$ cat src/rtl/lpc_pkg.sv
package lpc_pkg;
    typedef enum logic [1:0] {
        ST_DOWN = 2'd0,
        ST_WAKE = 2'd1,
        ST_UP   = 2'd2
    } lpc_state_e;
endpackage

$ cat src/rtl/lpc_lps_qual.sv
// Asymmetric run-length filter for the link power status input.
module lpc_lps_qual #(
    parameter int DOWN_CYC = 1229,
    parameter int UP_CYC   = 1
) (
    input  logic clk,
    input  logic rst_n,
    input  logic lps_in,
    output logic link_up
);
    localparam int SAT   = (DOWN_CYC > UP_CYC) ? DOWN_CYC : UP_CYC;
    localparam int CNT_W = $clog2(SAT + 1);
    localparam logic [CNT_W-1:0] SAT_V = CNT_W'(SAT);
    localparam logic [CNT_W-1:0] UP_TH = CNT_W'(UP_CYC);
    localparam logic [CNT_W-1:0] DN_TH = CNT_W'(DOWN_CYC);
    localparam logic [CNT_W-1:0] ONE   = CNT_W'(1);

    logic             lvl_q;
    logic [CNT_W-1:0] run_q;
    logic [CNT_W-1:0] run_nx;
    logic             up_q;

    // run length of the current level, restarting at one on any change
    always_comb begin
        if (lps_in != lvl_q) begin
            run_nx = ONE;
        end else if (run_q == SAT_V) begin
            run_nx = run_q;
        end else begin
            run_nx = run_q + ONE;
        end
    end

    always_ff @(posedge clk) begin
        if (!rst_n) begin
            lvl_q <= 1'b0;
            run_q <= '0;
            up_q  <= 1'b0;
        end else begin
            lvl_q <= lps_in;
            run_q <= run_nx;
            if (lps_in && (run_nx >= UP_TH)) begin
                up_q <= 1'b1;
            end else if (!lps_in && (run_nx >= DN_TH)) begin
                up_q <= 1'b0;
            end
        end
    end

    assign link_up = up_q;
endmodule

$ cat src/rtl/lpc_lkon_wave.sv
// Square wave generator: HALF cycles high, then HALF cycles low.
module lpc_lkon_wave #(
    parameter int HALF = 4
) (
    input  logic clk,
    input  logic rst_n,
    input  logic run,
    output logic wave
);
    localparam int PH_W = $clog2(2 * HALF);
    localparam logic [PH_W-1:0] LAST = PH_W'(2 * HALF - 1);
    localparam logic [PH_W-1:0] HI_N = PH_W'(HALF);

    logic [PH_W-1:0] phase_q;

    always_ff @(posedge clk) begin
        if (!rst_n || !run) begin
            phase_q <= '0;
        end else if (phase_q == LAST) begin
            phase_q <= '0;
        end else begin
            phase_q <= phase_q + PH_W'(1);
        end
    end

    assign wave = run && (phase_q < HI_N);
endmodule

$ cat src/rtl/lpc_strap.sv
// Captures the contender strap during reset and enables the pin driver afterwards.
module lpc_strap (
    input  logic clk,
    input  logic rst_n,
    input  logic pin_in,
    output logic contender,
    output logic pin_oe
);
    logic cont_q;
    logic oe_q;

    always_ff @(posedge clk) begin
        if (!rst_n) begin
            cont_q <= pin_in;
            oe_q   <= 1'b0;
        end else begin
            oe_q   <= 1'b1;
        end
    end

    assign contender = cont_q;
    assign pin_oe    = oe_q;
endmodule

$ cat src/rtl/linkpwr_ctrl.sv
module linkpwr_ctrl
    import lpc_pkg::*;
#(
    parameter int DOWN_CYC  = 1229,
    parameter int UP_CYC    = 1,
    parameter int LKON_HALF = 4
) (
    input  logic clk,
    input  logic rst_n,
    input  logic lps_in,
    input  logic lkon_pin_in,
    input  logic lkon_pkt_in,
    output logic lkon_out,
    output logic lkon_oe,
    output logic contender,
    output logic llc_if_en
);
    lpc_state_e state_q;
    lpc_state_e state_nx;
    logic       link_up;
    logic       wave_run;
    logic       wave;

    lpc_lps_qual #(
        .DOWN_CYC (DOWN_CYC),
        .UP_CYC   (UP_CYC)
    ) u_qual (
        .clk     (clk),
        .rst_n   (rst_n),
        .lps_in  (lps_in),
        .link_up (link_up)
    );

    lpc_lkon_wave #(
        .HALF (LKON_HALF)
    ) u_wave (
        .clk   (clk),
        .rst_n (rst_n),
        .run   (wave_run),
        .wave  (wave)
    );

    lpc_strap u_strap (
        .clk       (clk),
        .rst_n     (rst_n),
        .pin_in    (lkon_pin_in),
        .contender (contender),
        .pin_oe    (lkon_oe)
    );

    // state register
    always_ff @(posedge clk) begin
        if (!rst_n) begin
            state_q <= ST_DOWN;
        end else begin
            state_q <= state_nx;
        end
    end

    // transitions
    always_comb begin
        state_nx = state_q;
        unique case (state_q)
            ST_DOWN: begin
                if (link_up) begin
                    state_nx = ST_UP;
                end else if (lkon_pkt_in) begin
                    state_nx = ST_WAKE;
                end
            end
            ST_WAKE: begin
                if (link_up) begin
                    state_nx = ST_UP;
                end
            end
            ST_UP: begin
                if (!link_up) begin
                    state_nx = ST_DOWN;
                end
            end
            default: state_nx = ST_DOWN;
        endcase
    end

    // outputs
    always_comb begin
        llc_if_en = (state_q == ST_UP);
        wave_run  = (state_q == ST_WAKE);
        lkon_out  = wave && lkon_oe;
    end
endmodule

$ cat config.mk
export PLATFORM = sky130hd
export DESIGN_NAME = linkpwr_ctrl
export DESIGN_NICKNAME = d
export VERILOG_FILES = /design/src/rtl/lpc_pkg.sv /design/src/rtl/lpc_lps_qual.sv /design/src/rtl/lpc_lkon_wave.sv /design/src/rtl/lpc_strap.sv /design/src/rtl/linkpwr_ctrl.sv
export SDC_FILE = /design/constraint.sdc
export NUM_CORES = 1
export LEC_CHECK = 0
export BUFFER_PORTS_ARGS = -buffer_cell sky130_fd_sc_hd__buf_2
export CELL_PAD_IN_SITES_DETAIL_PLACEMENT = 0
export CELL_PAD_IN_SITES_GLOBAL_PLACEMENT = 2
export CORE_MARGIN = 2
export CORE_UTILIZATION = 36
export DETAILED_ROUTE_END_ITERATION = 10
export PLACE_DENSITY = 0.73
export SKIP_CTS_REPAIR_TIMING = 1
export SLEW_MARGIN = 20
export SYNTH_ARGS = -nofsm -noshare
export SYNTH_HDL_FRONTEND = slang
export SYNTH_SLANG_ARGS = --single-unit
$ cat constraint.sdc
create_clock -name clk -period 2.35 [get_ports clk]
set_input_delay 0.235 -clock clk [delete_from_list [all_inputs] [get_ports clk]]
set_output_delay 0.235 -clock clk [all_outputs]
set_load 0.01 [all_outputs]
# [Word-level counts from Yosys, hierarchy flattened]
# Cells that the tools add are included.
[totals] register_bits=20 in_bits=5 wordCells=42
[op_classes] n_addsub=2 n_lt_le_gt_ge=3 n_eq_ne=8 n_mux=10 n_reduce_logical=12
[ops] cell="11-bit two-way mux" n=2
[ops] cell="11-bit by 1-bit adder with 11-bit output, second input constant" n=1
[ops] cell="11-bit equality test, second input constant" n=1
[ops] cell="11-bit by 1-bit greater-or-equal comparator with 1-bit output, second input constant" n=1
[ops] cell="11-bit greater-or-equal comparator, second input constant" n=1
[ops] cell="2-bit two-way mux" n=4
[ops] cell="2-bit case mux with 3 select lines" n=1
[ops] cell="1-bit logical AND" n=4
[ops] cell="2-bit != test, second input constant" n=2
[ops] cell="3-bit by 1-bit adder with 3-bit output, second input constant" n=1
[ops] cell="3-bit equality test, second input constant" n=1
[ops] cell="1-bit logical NOT" n=3
[ops] cell="3-bit < comparator, second input constant" n=1
[ops] cell="1-bit two-way mux" n=3
[ops] cell="3-bit by 2-bit != test with 1-bit output, second input constant" n=1
[ops] cell="3-bit AND reduction" n=1
[ops] cell="2-bit by 1-bit equality test with 1-bit output, second input constant" n=1
[ops] cell="2-bit equality test, second input constant" n=1
[ops] cell="2-bit logical NOT" n=1
[ops] cell="2-bit nonzero test" n=1
[ops] cell="2-bit OR reduction" n=1
[ops] cell="1-bit logical OR" n=1
[ops] cell="1-bit != test" n=1

# [Longest topological paths before layout]
# Gate-level depths: netlist of the first run.
[logic_depth] word_depth=7 depth_mapped=9 ltp_nobuf=9

# [Cells and area by module]
# A second synthesis of the first run with hierarchy kept.
[unflattened] hier_cells=128 area_unflattened_um2=1182.4
[by_module_without_submodules] module="lpc_lps_qual" n_inst=1 cells_each=107 area_each_um2=914.6 seq_area_each_um2=260.2
[by_module_without_submodules] module="lpc_lkon_wave" n_inst=1 cells_each=9 area_each_um2=126.4 seq_area_each_um2=60.1
[by_module_without_submodules] module="linkpwr_ctrl" n_inst=1 cells_each=9 area_each_um2=87.6 seq_area_each_um2=40.0
[by_module_without_submodules] module="lpc_strap" n_inst=1 cells_each=3 area_each_um2=53.8 seq_area_each_um2=50.0

# [Least setup slack after synthesis of the first run]
# Ideal clock, no wire load.
[synth_timing] kind="reg2reg" start="register u_qual.run_q[0]" end="register u_qual.up_q (netlist: u_qual.link_up)" setup_ps=129 arrival_time_ps=1577 slack_ps=644 path_stages_with_launch=8 n_path_buf=0 synth_period_minus_slack_ps=1706 path_cell_list="dfxtp_1 > ha_1 > nand3_2 > nor3_2 > xnor2_1 > nand2_1 > o31ai_1 > a31oi_1"
[synth_between] elab_chain_len=6
[synth_rtl] element="from (decl)" line_no="lpc_lps_qual.sv:19" source="logic [CNT_W-1:0] run_q;"
[synth_rtl] element="from (signal assigned)" line_no="lpc_lps_qual.sv:41" source="run_q <= run_nx;"
[synth_rtl] element="11-bit by 1-bit adder with 11-bit output / 11-bit equality test (equally long branches)" line_no="lpc_lps_qual.sv:30, lpc_lps_qual.sv:27"
[synth_rtl] element="11-bit two-way mux *" line_no="lpc_lps_qual.sv:27" source="end else if (run_q == SAT_V) begin"
[synth_rtl] element="11-bit two-way mux *" line_no="lpc_lps_qual.sv:25" source="if (lps_in != lvl_q) begin"
[synth_rtl] element="11-bit by 1-bit greater-or-equal comparator with 1-bit output / 11-bit greater-or-equal comparator (equally long branches)" line_no="lpc_lps_qual.sv:42, lpc_lps_qual.sv:44"
[synth_rtl] element="1-bit logical AND, on equally long branches" line_no="lpc_lps_qual.sv:42, lpc_lps_qual.sv:44"
[synth_rtl] element="1-bit two-way mux / 2-bit nonzero test (equally long branches)"
[synth_rtl] element="to (signal assigned)" line_no="lpc_lps_qual.sv:38" source="up_q <= 1'b0;"
[synth_rtl] element="to (signal assigned)" line_no="lpc_lps_qual.sv:43" source="up_q <= 1'b1;"
[synth_rtl] element="to (signal assigned)" line_no="lpc_lps_qual.sv:45" source="up_q <= 1'b0;"
[synth_rtl] element="to (decl)" line_no="lpc_lps_qual.sv:21" source="logic up_q;"
# Every way passes the cells marked *; elsewhere a longest branch is shown, timed or not.
# A chain may end at the register's enable or synchronous reset.

# [Worst setup path after layout of the first run]
# Ends and elaborated chain as after synthesis.

==> flow_metrics.env, run 1 <==
export IMPL_gp_congestion=0.784
export IMPL_dp_cells=171
export IMPL_netlist_area_um2=1160
export IMPL_drtAntennaViolNets=0
export IMPL_dominantRegCellSynth="dfxtp_1"
export IMPL_slowest_delay_ns=0.47
export IMPL_dp_final_hpwl_mm=1.70
export IMPL_p_leak_uw=0.000468
export IMPL_tightestPinTransition_ns=0.452
export IMPL_nets=141
export IMPL_cts_htree_levels=1
export IMPL_drv_slew=0
export IMPL_cts_buffer_depth=2
export IMPL_cts_sinks=20
export IMPL_synth_fp_nets=134
export IMPL_clock_skew_final_ns=0.0133
export IMPL_synth_edff_count=1
export IMPL_ys_seq_area_frac=0.354
export IMPL_async_flop_share=0
export IMPL_setup_tns_final_ns=0
export IMPL_avgSynthCellArea_um2=9.28
export IMPL_drc=0
export IMPL_cts_made_buffers=3
export IMPL_core_area_um2=3050
export IMPL_layout_drive_gt1_share=0.183
export IMPL_ir_worst_vdd_mv=0.227
export IMPL_grt_use_total=0.144
export IMPL_vias=879
export IMPL_endpoint_kind="flop"
export IMPL_fillers=318
export IMPL_status="finished, final reports clean"
export IMPL_relSlewSlack=0.699
export IMPL_syn2layout_area_growth_pct=7.77
export IMPL_synth_top_area_cell="dfxtp_1"
export IMPL_hp_class="input pin to flop"
export IMPL_synth_seq_cells=20
export IMPL_die_area_um2=3690
export IMPL_rows=20
export IMPL_drtPass1Iterations=4
export IMPL_pin_count=9
export IMPL_grt_pass1_wl_mm=3.85
export IMPL_netlist_top_cells_area="dfxtp_1 (33%), xnor2_1 (6.0%), nor2_1 (4.5%), ha_1 (4.3%), buf_6 (3.9%)"
export IMPL_fmax_ghz=0.503
export IMPL_cp_max_fo=7
export IMPL_cp_arrival_ns=2.24
export IMPL_io_buffers=8
export IMPL_ys_types=44
export IMPL_drtIter0Drc=29
export IMPL_cts_tree="yes"
export IMPL_path_cells="ha_1 -> nand3_2 -> a21oi_4 -> a31oi_1 -> o31ai_2 -> nand3b_1 -> a31oi_1"
export IMPL_powerDensity_nw_per_um2=562
export IMPL_clockRootBuffer="clkbuf_4"
export IMPL_finalHoldViolations=0
export IMPL_rsz0062_at_grt="no"
export IMPL_worstSetupPathType="flop to flop"
export IMPL_synth_top_cell_area_share=0.328
export IMPL_start_util=0.380
export IMPL_routed_wl_mm=2.27
export IMPL_fin_cells=175
export IMPL_die_w_um=60.8
export IMPL_cp_start_kind="flop"
export IMPL_first_global_vias=810
export IMPL_overflow=0
export IMPL_slowest_stage="dfxtp_1"
export IMPL_setup_violations=0
export IMPL_fin_crit_ns=1.99
export IMPL_period_share=0.846
export IMPL_wire_per_inst_um=13.0
export IMPL_ys_warnings_count=0
export IMPL_cpMostUsedCell="a31oi_1"
export IMPL_clock_latency_ns=0.32
export IMPL_die_height_um=60.8
export IMPL_drv_cap=0
export IMPL_grt_max_degree=13
export IMPL_clkTransAtPathRegs_ns=0.12
export IMPL_viasPerCell=5.02
export IMPL_critical_path_required_ns=2.61
export IMPL_antenna_found_initial=0
export IMPL_diodes=0
export IMPL_syn_instance_count=125
==> per-layer routing <==
metal  vias up  share of wire  GRT usage
met1       417           0.49      0.199
met2         6           0.46      0.212
met4         0          0.024     0.0839
met5         -              0          0
li1        451              -          -
met3         5          0.019     0.0192
==> report_power, final <==
part           total, uW  internal, uW  switching, uW  leakage (uW)
registers            364           353           11.1      0.000165
clock network        288           173            116     0.0000279
logic               49.7          21.7           28.0      0.000276
total                702           547            155      0.000468
==> synth_stat cells, drive strengths merged, types with 2 or more instances <==
cell / count
a21oi: 5
o21ai: 3
ha: 4
nand2b: 2
a31oi: 3
nand3b: 2
xor2: 5
and3: 2
nand2: 11
and4bb: 3
nand4: 3
nor2b: 2
o31ai: 2
nor2: 14
inv: 2
nor3: 6
dfxtp: 19
and2: 3
or3: 2
nand3: 7
xnor2: 8
buf: 6
==> registers in the layout, summed over array words and instances (netlist names) <==
signal	cells
u_qual.run_q	11
state_q	2
u_wave.phase_q	3
u_strap.contender	1
u_qual.lvl_q	1
u_qual.link_up	1
u_strap.pin_oe	1
==> cell families after synthesis <==
kind of cell	after synthesis	share of synthesized area
AO/OA/AOI/OAI	17	0.104
buffers and inverters	8	0.0561
AND/OR/NAND/NOR	62	0.337
XOR/XNOR	13	0.0982
adder cells (fa/ha/maj)	4	0.0432
flip-flops	20	0.354
multiplexers	1	0.00863
==> path summary, 6_finish.rpt <==
| path | startpoint | end | slack, ns | cells past startpoint |
|---|---|---|---|---|
| max | u_qual.run_q[0] | u_qual.link_up | 0.36 | 7 |
| min reg2reg | u_wave.phase_q[0] | u_wave.phase_q[0] | 0.43 | 1 |
| min | rst_n | u_strap.pin_oe | 0.07 | 1 |
| max reg2reg | u_qual.run_q[0] | u_qual.link_up | 0.36 | 7 |
==> critical path: cells and delay by family, from the launching register on <==
family	cells	cell delay [ns]
compound gates	4	0.84
flops	1	0.47
fa+ha+maj	1	0.32
simple gates	2	0.30
==> area by class of cell <==
type                    count  area [um2]  share of cell area
repair buffers              8        40.0              0.0320
flip-flops and latches     20         410               0.328
inverters                   2        7.51             0.00601
clock inverters             1        30.0              0.0240
multi-input cells          97         684               0.548
clock buffers               3        22.5              0.0180
well taps                  44        55.1              0.0440
==> layout by cell type (no fill, tap or decap), types with 2 or more instances in the layout <==
cell      instances
xor2_1            5
inv_1             2
a21oi_1           4
nand3b_1          2
clkbuf_4          3
nand3_1           5
nand4_1           2
nor2b_1           2
nand3_2           2
or3_1             2
and3_1            2
nand2_1          10
dfxtp_1          19
nor3_1            2
a31oi_1           3
buf_2             8
nand2b_1          2
o21ai_0           2
ha_1              4
nor2_1           14
xnor2_1           8
and2_1            3
nor3_2            4
==> through the flow <==
step           cell area, um2  power [uW]  hold slack, ns  setup slack (ns)  utilization
2_1_floorplan            1160         402           0.263             0.644            -
3_3_place_gp             1200         421           0.406             0.398        0.392
5_1_grt                  1250         728          0.0719            0.0974        0.409
3_5_place_dp             1200         422           0.406             0.399        0.392
6_report                 1250         702          0.0708             0.362        0.409
4_1_cts                  1250         710          0.0647             0.352        0.409
Power figures use the tool's default switching activity.
==> inputs of run 2 (changes only) <==
ABC_AREA = 1   (was not set)
CORE_UTILIZATION = 32   (was 36)
clock period = 2 ns   (was 2.35 ns; I/O delays follow)
==> flow_metrics.env, run 2 <==
export IMPL_status="finished, final reports clean"
export IMPL_clockRootBuffer="clkbuf_4"
export IMPL_fmax_ghz=0.594
export IMPL_clock_skew_final_ns=0.0221
export IMPL_powerDensity_nw_per_um2=654
export IMPL_vias=1028
export IMPL_path_cells="ha_1 -> nand3_2 -> nor2_4 -> nand2_1 -> nand2_2 -> nand2_1 -> nor3_2 -> nand2_1 -> nand2_1 -> nand2_1 -> nand2_1 -> nand2_1"
export IMPL_gp_congestion=0.778
export IMPL_diodes=0
export IMPL_period_share=0.841
export IMPL_worstSetupPathType="flop to flop"
export IMPL_tightestPinTransition_ns=0.443
export IMPL_max_flop_register="u_qual.run_q"
export IMPL_overflow=0
export IMPL_dp_final_hpwl_mm=2.12
export IMPL_core_area_um2=3390
export IMPL_netlist_area_um2=1140
export IMPL_p_int_uw=644
export IMPL_ys_types=21
export IMPL_seq_area_um2=410
export IMPL_synth_seq_cells=20
export IMPL_fillers=355
export IMPL_clkTransAtPathRegs_ns=0.13
export IMPL_viasPerCell=4.63
export IMPL_ys_warnings_count=0
export IMPL_postPlaceCellArea_um2=1230
export IMPL_synth_top_cells_by_count="nand2_1 (41), inv_1 (21), nor2_1 (21)"
export IMPL_drtPass1Iterations=4
export IMPL_finalInstanceArea_um2=1290
export IMPL_ir_worst_vdd_mv=0.389
export IMPL_cts_tree="yes"
export IMPL_async_flop_share=0
export IMPL_setup_ws_ns=0.318
export IMPL_die_area_um2=4060
export IMPL_ys_seq_area_frac=0.359
export IMPL_seqPwrFrac=0.506
export IMPL_final_common_cell="nand2_1"
export IMPL_clockPowerShare=0.404
export IMPL_cp_max_fo=5
export IMPL_wire_per_inst_um=11.9
export IMPL_cts_made_buffers=3
export IMPL_cts_sinks=20
export IMPL_rows=21
export IMPL_rsz0062_at_grt="no"
export IMPL_synth_top_cell_area_share=0.333
export IMPL_path_buf_inv=0
export IMPL_dominantRegCellSynth="dfxtp_1"
export IMPL_antenna_found_initial=0
export IMPL_cts_buffer_depth=2
export IMPL_routed_wl_mm=2.63
export IMPL_layout_top_registers="u_qual.run_q (11), u_wave.phase_q (3), state_q (2)"
export IMPL_io_buffers=8
export IMPL_syn2layout_area_growth_pct=12.7
export IMPL_cp_start_kind="flop"
export IMPL_synth_fp_nets=174
export IMPL_syn_instance_count=165
export IMPL_slowest_delay_ns=0.42
export IMPL_multi_input_area_um2=644
export IMPL_synth_top_area_cell="dfxtp_1"
export IMPL_hold_slack_ns=0.0478
export IMPL_drtIter0Drc=65
export IMPL_synth_edff_count=1
export IMPL_die_w_um=63.8
export IMPL_sw_frac_of_total=0.235
export IMPL_cpMostUsedCell="nand2_1"
export IMPL_p_sw_uw=198
export IMPL_layout_drive_gt1_share=0.153
export IMPL_setup_tns_final_ns=0
export IMPL_relSlewSlack=0.705
export IMPL_finalHoldViolations=0
export IMPL_drv_cap=0
export IMPL_die_height_um=63.8
export IMPL_combPwrFrac=0.090
export IMPL_synth_most_common_cell="nand2_1"
export IMPL_setup_violations=0
export IMPL_cts_htree_levels=1
export IMPL_layout_common_cells="nand2_1 (41), inv_1 (21), nor2_1 (21), nand3_1 (19), dfxtp_1 (19)"
export IMPL_largest_register_ffs=11
export IMPL_grt_pass1_wl_mm=4.55
export IMPL_grt_max_degree=16
export IMPL_avgSynthCellArea_um2=6.92
export IMPL_endpoint_kind="flop"
export IMPL_fin_crit_ns=1.68
export IMPL_drc=0
export IMPL_start_util=0.337
export IMPL_drv_slew=0
export IMPL_cp_arrival_ns=1.89
export IMPL_hp_class="input pin to flop"
export IMPL_netlist_top_cells_area="dfxtp_1 (33%), nand2_1 (13%), nand3_1 (8.3%), inv_1 (6.9%), nor2_1 (6.9%)"
export IMPL_grt_use_total=0.144
export IMPL_total_power_uw=842
export IMPL_first_global_vias=981
export IMPL_drtAntennaViolNets=0
export IMPL_slowest_stage="dfxtp_1"
export IMPL_critical_path_required_ns=2.21
export IMPL_crit_family="simple AND/OR/NAND/NOR gates"
export IMPL_nets=186
export IMPL_p_leak_uw=0.000590
export IMPL_pin_count=9
export IMPL_clock_latency_ns=0.32
export IMPL_place_ws_ns=0.316
## run 2: cell type report
class	count	area share
inverters	22	0.0641
well taps	46	0.0447
multi-input cells	122	0.500
flip-flops and latches	20	0.319
repair buffers	8	0.0311
clock buffers	3	0.0175
clock inverters	1	0.0233
## run 2: worst paths after layout
check / from / endpoint / slack, ns / depth (start not counted)
worst max-delay path: u_qual.run_q[0] / u_qual.link_up / 0.32 / 12
worst min-delay path: lkon_pin_in / u_strap.contender / 0.05 / 1
worst max register to register: u_qual.run_q[0] / u_qual.link_up / 0.32 / 12
worst min register to register: u_wave.phase_q[0] / u_wave.phase_q[0] / 0.43 / 1
## run 2: per-stage QoR
step                utilization  instances
floorplan                     -        165
global placement          0.364        218
detailed placement        0.364        218
CTS                       0.380        222
global route              0.380        222
finish                    0.380        222
## run 2: cells by family (layout without fill, tap and decap cells)
family / count (synthesis) / in the layout / share of synthesized area
xor gates and xnor gates: 4 / 4 / 0.0307
DFF: 20 / 20 / 0.359
adders and majority gates: 4 / 4 / 0.0438
and+or+nand+nor: 106 / 106 / 0.455
AOI/OAI and AO/OA: 8 / 8 / 0.0351
buffers and inverters: 23 / 34 / 0.0767
## run 2: power groups by stage
stage          sequential (uW)  combinational (uW)  clock [uW]
2_1_floorplan              435                52.2           0
3_3_place_gp               435                77.0           0
3_5_place_dp               435                77.7           0
4_1_cts                    426                77.9         342
5_1_grt                    429                87.6         364
6_report                   426                75.9         340
## run 2: worst reg2reg max path, delay by kind of cell (launching register included)
family / cells / cell delay, ns
and+or+nand+nor: 11 / 0.93
DFF: 1 / 0.42
adders and majority gates: 1 / 0.22
## run 2: routing by layer
| layer | GRT usage | wire, um | up-vias |
|---|---|---|---|
| met2 | 0.243 | 1230 | 17 |
| met1 | 0.190 | 1290 | 451 |
| met5 | 0 | 0 | - |
| met4 | 0.0571 | 45 | 0 |
| met3 | 0.0141 | 63 | 5 |
| li1 | - | - | 555 |
